## config.mk

```make
export PLATFORM = sky130hd
export DESIGN_NAME = pkt_nth_filter
export DESIGN_NICKNAME = d
export VERILOG_FILES = /design/src/rtl/pnf_pkg.sv /design/src/rtl/pnf_rst_sync.sv /design/src/rtl/pnf_framer.sv /design/src/rtl/pnf_period_cnt.sv /design/src/rtl/pnf_sat_cnt.sv /design/src/rtl/pkt_nth_filter.sv
export SDC_FILE = /design/constraint.sdc
export NUM_CORES = 1
export LEC_CHECK = 0
export ABC_CLOCK_PERIOD_IN_PS = 6010
export BUFFER_PORTS_ARGS = -buffer_cell sky130_fd_sc_hd__buf_4
export CELL_PAD_IN_SITES_DETAIL_PLACEMENT = 1
export CELL_PAD_IN_SITES_GLOBAL_PLACEMENT = 2
export CORE_MARGIN = 2
export CORE_UTILIZATION = 30
export CTS_CLUSTER_DIAMETER = 100
export CTS_CLUSTER_SIZE = 28
export DETAILED_ROUTE_END_ITERATION = 12
export GPL_TIMING_DRIVEN = 0
export PLACE_DENSITY_LB_ADDON = 0.05
export SLEW_MARGIN = 10
export SYNTH_ARGS = -nofsm -noshare
export SYNTH_HDL_FRONTEND = slang
export SYNTH_HIERARCHICAL = 1
export SYNTH_SLANG_ARGS = --single-unit
```

## constraint.sdc

```tcl
create_clock -name clk -period 6.01 [get_ports clk]
set_clock_uncertainty 0.1 [all_clocks]
set_input_delay 0.9015 -clock clk [delete_from_list [all_inputs] [get_ports clk]]
set_output_delay 0.9015 -clock clk [all_outputs]
set_load 0.02 [all_outputs]
```

## src/rtl/pnf_pkg.sv

```systemverilog
package pnf_pkg;
  typedef enum logic [1:0] {
    FR_IDLE = 2'd0,
    FR_HDR  = 2'd1,
    FR_BODY = 2'd2
  } frame_t;

  localparam logic CFG_PERIOD = 1'b0;
  localparam logic CFG_ENABLE = 1'b1;
endpackage

```

## src/rtl/pnf_rst_sync.sv

```systemverilog
module pnf_rst_sync #(
  parameter int STAGES = 2
) (
  input  logic clk,
  input  logic arst_n,
  output logic srst_n
);
  logic [STAGES-1:0] sync_q;

  always_ff @(posedge clk or negedge arst_n) begin
    if (!arst_n) sync_q <= '0;
    else         sync_q <= {sync_q[STAGES-2:0], 1'b1};
  end

  assign srst_n = sync_q[STAGES-1];
endmodule

```

## src/rtl/pnf_framer.sv

```systemverilog
module pnf_framer import pnf_pkg::*; #(
  parameter int CTRL_W = 8,
  parameter logic [CTRL_W-1:0] START_CODE = '1
) (
  input  logic              clk,
  input  logic              rst_n,
  input  logic              acc,
  input  logic [CTRL_W-1:0] ctrl,
  input  logic              hit,
  output logic              start,
  output logic              drop_now,
  output logic              dropping
);
  frame_t st_q, st_d;
  logic   drop_d;
  logic   last_word;

  assign start     = acc && (st_q == FR_IDLE) && (ctrl == START_CODE);
  assign last_word = acc && (st_q == FR_BODY) && (ctrl != '0);
  assign drop_now  = start ? hit : dropping;

  always_comb begin
    st_d = st_q;
    case (st_q)
      FR_IDLE: if (start) st_d = FR_HDR;
      FR_HDR:  if (acc && ctrl == '0) st_d = FR_BODY;
      FR_BODY: if (last_word) st_d = FR_IDLE;
      default: st_d = FR_IDLE;
    endcase
  end

  always_comb begin
    drop_d = dropping;
    if (start)          drop_d = hit;
    else if (last_word) drop_d = 1'b0;
  end

  always_ff @(posedge clk or negedge rst_n) begin
    if (!rst_n) begin
      st_q     <= FR_IDLE;
      dropping <= 1'b0;
    end else begin
      st_q     <= st_d;
      dropping <= drop_d;
    end
  end
endmodule

```

## src/rtl/pnf_period_cnt.sv

```systemverilog
module pnf_period_cnt #(
  parameter int CNT_W = 16
) (
  input  logic             clk,
  input  logic             rst_n,
  input  logic             inc,
  input  logic             clr,
  input  logic             enable,
  input  logic [CNT_W-1:0] period,
  output logic             hit,
  output logic [CNT_W-1:0] count
);
  localparam int EXT_W = CNT_W + 1;

  logic [EXT_W-1:0] count_plus;
  logic [CNT_W-1:0] count_d;

  assign count_plus = {1'b0, count} + EXT_W'(1);
  assign hit = enable && (period != '0) && (count_plus >= {1'b0, period});

  always_comb begin
    count_d = count;
    if (clr)      count_d = '0;
    else if (inc) count_d = hit ? '0 : count_plus[CNT_W-1:0];
  end

  always_ff @(posedge clk or negedge rst_n) begin
    if (!rst_n) count <= '0;
    else        count <= count_d;
  end
endmodule

```

## src/rtl/pnf_sat_cnt.sv

```systemverilog
module pnf_sat_cnt #(
  parameter int WIDTH = 32
) (
  input  logic             clk,
  input  logic             rst_n,
  input  logic             inc,
  output logic [WIDTH-1:0] count
);
  localparam logic [WIDTH-1:0] TOP = '1;

  logic [WIDTH-1:0] count_d;
  logic             step_en;

  assign step_en = inc && (count != TOP);

  always_comb begin
    count_d = count;
    if (step_en) count_d = count + WIDTH'(1);
  end

  always_ff @(posedge clk or negedge rst_n) begin
    if (!rst_n) count <= '0;
    else        count <= count_d;
  end
endmodule

```

## src/rtl/pkt_nth_filter.sv

```systemverilog
module pkt_nth_filter import pnf_pkg::*; #(
  parameter int DATA_W = 64,
  parameter int CTRL_W = 8,
  parameter int CNT_W  = 16,
  parameter int DROP_W = 32,
  parameter logic [CTRL_W-1:0] START_CODE = '1
) (
  input  logic              clk,
  input  logic              rst_n,
  input  logic [DATA_W-1:0] in_data,
  input  logic [CTRL_W-1:0] in_ctrl,
  input  logic              in_wr,
  output logic              in_rdy,
  output logic [DATA_W-1:0] out_data,
  output logic [CTRL_W-1:0] out_ctrl,
  output logic              out_wr,
  input  logic              out_rdy,
  input  logic              cfg_wr,
  input  logic              cfg_sel,
  input  logic [CNT_W-1:0]  cfg_wdata,
  input  logic              clr_pulse,
  output logic [CNT_W-1:0]  pkt_count,
  output logic [DROP_W-1:0] drop_count
);
  logic             srst_n;
  logic [CNT_W-1:0] period_q, period_d;
  logic             enable_q, enable_d;
  logic             acc, start, hit, drop_now, dropping;

  pnf_rst_sync #(.STAGES(2)) u_rst (
    .clk(clk), .arst_n(rst_n), .srst_n(srst_n)
  );

  always_comb begin
    period_d = period_q;
    enable_d = enable_q;
    if (cfg_wr) begin
      if (cfg_sel == CFG_PERIOD) period_d = cfg_wdata;
      else                       enable_d = cfg_wdata[0];
    end
  end

  always_ff @(posedge clk or negedge srst_n) begin
    if (!srst_n) begin
      period_q <= '0;
      enable_q <= 1'b0;
    end else begin
      period_q <= period_d;
      enable_q <= enable_d;
    end
  end

  assign in_rdy = dropping | out_rdy;
  assign acc    = in_wr & in_rdy;

  pnf_framer #(.CTRL_W(CTRL_W), .START_CODE(START_CODE)) u_frame (
    .clk(clk), .rst_n(srst_n), .acc(acc), .ctrl(in_ctrl), .hit(hit),
    .start(start), .drop_now(drop_now), .dropping(dropping)
  );

  pnf_period_cnt #(.CNT_W(CNT_W)) u_period (
    .clk(clk), .rst_n(srst_n), .inc(start), .clr(clr_pulse),
    .enable(enable_q), .period(period_q), .hit(hit), .count(pkt_count)
  );

  pnf_sat_cnt #(.WIDTH(DROP_W)) u_drops (
    .clk(clk), .rst_n(srst_n), .inc(start & hit), .count(drop_count)
  );

  assign out_wr   = acc & ~drop_now;
  assign out_data = in_data;
  assign out_ctrl = in_ctrl;
endmodule

```

==> summary.txt <==
Yosys
  • #FFs+latches synth: 70
  • Synth area leader: dfrtp_1
  • Post-synth EDFFs: 0
  • Syn nets: 613
  • Commonest cells post-synth: buf_4 (73), dfrtp_1 (70), nand2_1 (36)
  • FFs w/ async S/R, synth: 1.00
  • Library cells used by synthesis: 69
  • Post-synthesis sequential area ratio: 0.361
  • Ys Warns: 6
  • Post-Synthesis Cells: 500
  • Synth Flop Type: dfrtp_1
  • Avg Cell Area, Syn: 9.72 µm²
  • Ranking of synthesized cells by area: dfrtp_1 (36%), buf_4 (11%), xnor2_1 (5.8%)
  • Most frequent cell after synthesis: buf_4
  • Post-synthesis cell area: between 4000 and 5000 µm²
  • Share of the synthesized area in the top cell type: 0.361

Critical path
  • WP data arrival: 4.43 ns
  • Critical path type: register to output pin
  • Critical Path Fanout Max: 9
  • Worst path max stage delay: 0.55 ns
  • Delay-heaviest family, CP: simple AND/OR/NAND/NOR gates
  • WP data required: 5.01 ns
  • Slowest CP cell: or4_4
  • CP endpoint kind: output pin
  • CP Buf/Inv Count: 3
  • Startpoint types: register
  • Crit-path cells: ha_1 > clkbuf_1 > nand4_1 > xnor2_1 > ha_1 > nand4_1 > a211oi_1 > o21ai_1 > a21oi_1 > clkinvlp_2 > or4_4 > nand2_1 > nor2b_1 > buf_4

Status
  • Outcome: complete, no violations

Clock tree
  • # H-tree levels: 3
  • Cells resized by post-CTS repair: 0
  • Setup bufs post-CTS: 0
  • Clock net sink count: 70
  • Later-pin clock latency in the skew report: 0.34 ns
  • Number of CTS-inserted buffers: 9
  • Root Buffer: clkbuf_16
  • CTS tree: built
  • Clock transition at path regs: approximately 0.060 ns
  • Hold_buf cts: 0
  • CTS Buffer Depth: 2

Placement
  • GPL Wtd Cong: about 0.77
  • Final HPWL DP: around 11000 µm
  • Area after DPL: approximately 6300 µm²
  • # port buffers: 151
  • Placed insts: between 800 and 900

Drt
  • Vias per cell: 4.82
  • DRC Markers: 0
  • Routed WL: 14200 µm
  • Vias: about 4300
  • DRT antenna net count: 0
  • Wirelength per Cell: 16.1 µm
  • First-pass iteration count of the detailed router: 4
  • Initial drt markers: 124

Global route
  • Total track usage: 0.166
  • First-pass GRT wire length: 23200 µm
  • Vias in the first global route: 4529
  • Initial antenna violation count: 0
  • Largest net degree at the start of global routing: 43
  • Grt ovf: 0

Worst hold path
  • Hold crit path type: register to asynchronous set/reset pin

Timing
  • Setup violators final: 0
  • Max Fclk: 0.184 GHz
  • Unrepaired setup endpoints after global routing: false
  • Fin. Hold Viols: 0
  • Max Transition Viols Final: 0
  • Worst slew margin: 0.380
  • Post-layout minimum cycle time: approximately 5.4 ns
  • Worst-margin pin slew: around 0.92 ns
  • Final Cycle Share: 0.904
  • Final setup TNS: 0 ns

Pwr
  • Max VDD drop: 141 µV
  • Pwr per Cell Area: between 200 and 250 nW/µm²
  • Leak pwr: between 0.003 and 0.004 µW

Layout
  • Area grow syn2layout: 36.9%
  • Layout net count: 776
  • Post-route non-filler standard cell count: 884
  • Diode count: 0
  • Multi-input logic area: 2380 µm²
  • Register area: 1760 µm²
  • Filler instances: 1877
  • Post-route cell area: 6650 µm²
  • Fraction of layout cells with a size suffix above 1: 0.425

Die
  • Core Box Area: 15900 µm²
  • I/O pins: 217
  • Starting Density: 0.306
  • Die Wd: 131 µm
  • Num rows: 46
  • DIE AREA: between 15000 and 20000 µm²
  • Height of the die: 131 µm

Flow run
  • MaxCap Viol Count: 0
## cell usage in the layout (no fill, tap or decap), types with 5 or more instances in the layout
| master | Yosys | routed |
|---|---|---|
| buf_4 | 73 | 224 |
| dfrtp_1 | 70 | 69 |
| nand2_1 | 36 | 36 |
| xnor2_1 | 32 | 32 |
| nand4_1 | 22 | 22 |
| nand3_1 | 22 | 22 |
| inv_1 | 22 | 22 |
| ha_1 | 18 | 18 |
| a21oi_1 | 17 | 17 |
| nor2_1 | 15 | 15 |
| nand2b_1 | 15 | 15 |
| clkbuf_1 | 11 | 11 |
| xor2_1 | 11 | 11 |
| mux2_4 | 10 | 10 |
| clkbuf_16 | 0 | 9 |
| nor4_1 | 9 | 9 |
| a31oi_1 | 9 | 9 |
| mux2_2 | 8 | 8 |
| a21o_1 | 8 | 8 |
| and4_1 | 6 | 6 |
| nand3b_1 | 6 | 6 |
| a311oi_1 | 6 | 6 |
| nor2b_1 | 5 | 5 |
| and3_1 | 5 | 5 |
| o21ai_0 | 5 | 5 |
## registers in the layout, summed over array words and instances (netlist names)
signal and count:
u_rst/sync_q 2, u_drops/count 32, u_period/count 16, u_frame/dropping 1, u_frame/st_q 2, enable_q 1
period_q 16
## kinds of logic after synthesis
logic type / count (synthesis) / synth area share
DFF: 70 / 0.361
buffers and inverters: 111 / 0.149
xor gates and xnor gates: 43 / 0.0775
adders and majority gates: 18 / 0.0464
muxes: 21 / 0.0559
other: 1 / 0.000772
AOI/OAI and AO/OA: 65 / 0.0943
and+or+nand+nor: 171 / 0.216
## where the power goes
part | leakage [µW] | total (µW) | switching [µW] | internal [µW]
logic | 0.00208 | 260 | 124 | 136
clock network | 0.000168 | 642 | 214 | 428
registers | 0.000931 | 526 | 31.0 | 495
## final timing paths
| kind | startpoint | cells past startpoint | endpoint | slack (ns) |
|---|---|---|---|---|
| worst min-delay path | u_rst/sync_q[1] | 0 | period_q[3] | 0.16 |
| worst max register to register | u_period/count[0] | 17 | u_drops/count[15] | 0.95 |
| min in group clk | u_rst/sync_q[0] | 0 | u_rst/sync_q[1] | 0.25 |
| worst min register to register | u_rst/sync_q[1] | 0 | period_q[3] | 0.16 |
| worst max-delay path | u_period/count[0] | 14 | out_wr | 0.58 |
| max in group asynchronous | u_rst/sync_q[1] | 1 | u_period/count[7] | 5.08 |
## worst reg2reg max path: cells and delay by family (launching register included)
kind | cells | cell delay, ns
flops | 1 | 0.47
fa+ha+maj | 2 | 0.44
simple gates | 6 | 1.64
buf+inv | 2 | 0.53
xor+xnor | 1 | 0.19
mux | 1 | 0.33
compound gates | 5 | 1.24
## layer usage
metal	part of all wire	GRT usage	vias to the layer above	wire, µm
met3	0.045	0.0336	14	647
met4	0.0092	0.0501	0	131
li1	-	-	2026	-
met1	0.41	0.190	2102	5790
met5	0	0	-	0
met2	0.54	0.308	116	7660
## through the flow
stage	hold slack [ns]	power, µW	worst slack, ns	utilization
after floorplan	0.231	694	1.76	-
after global placement	0.236	787	0.883	0.394
after detailed placement	0.181	798	0.894	0.396
after CTS	0.182	1450	0.513	0.419
after global routing	0.204	1490	0.143	0.419
final	0.162	1430	0.578	0.419
## area by class of cell
class,instances,area share
repair buffers,152,0.175
flip-flops and latches,70,0.264
clock buffers,11,0.0380
plain buffers,88,0.0957
inverters,23,0.0132
multi-input cells,319,0.358
clock inverters,5,0.0158
well taps,216,0.0406
No activity file was read; power rests on OpenSTA's default activity.
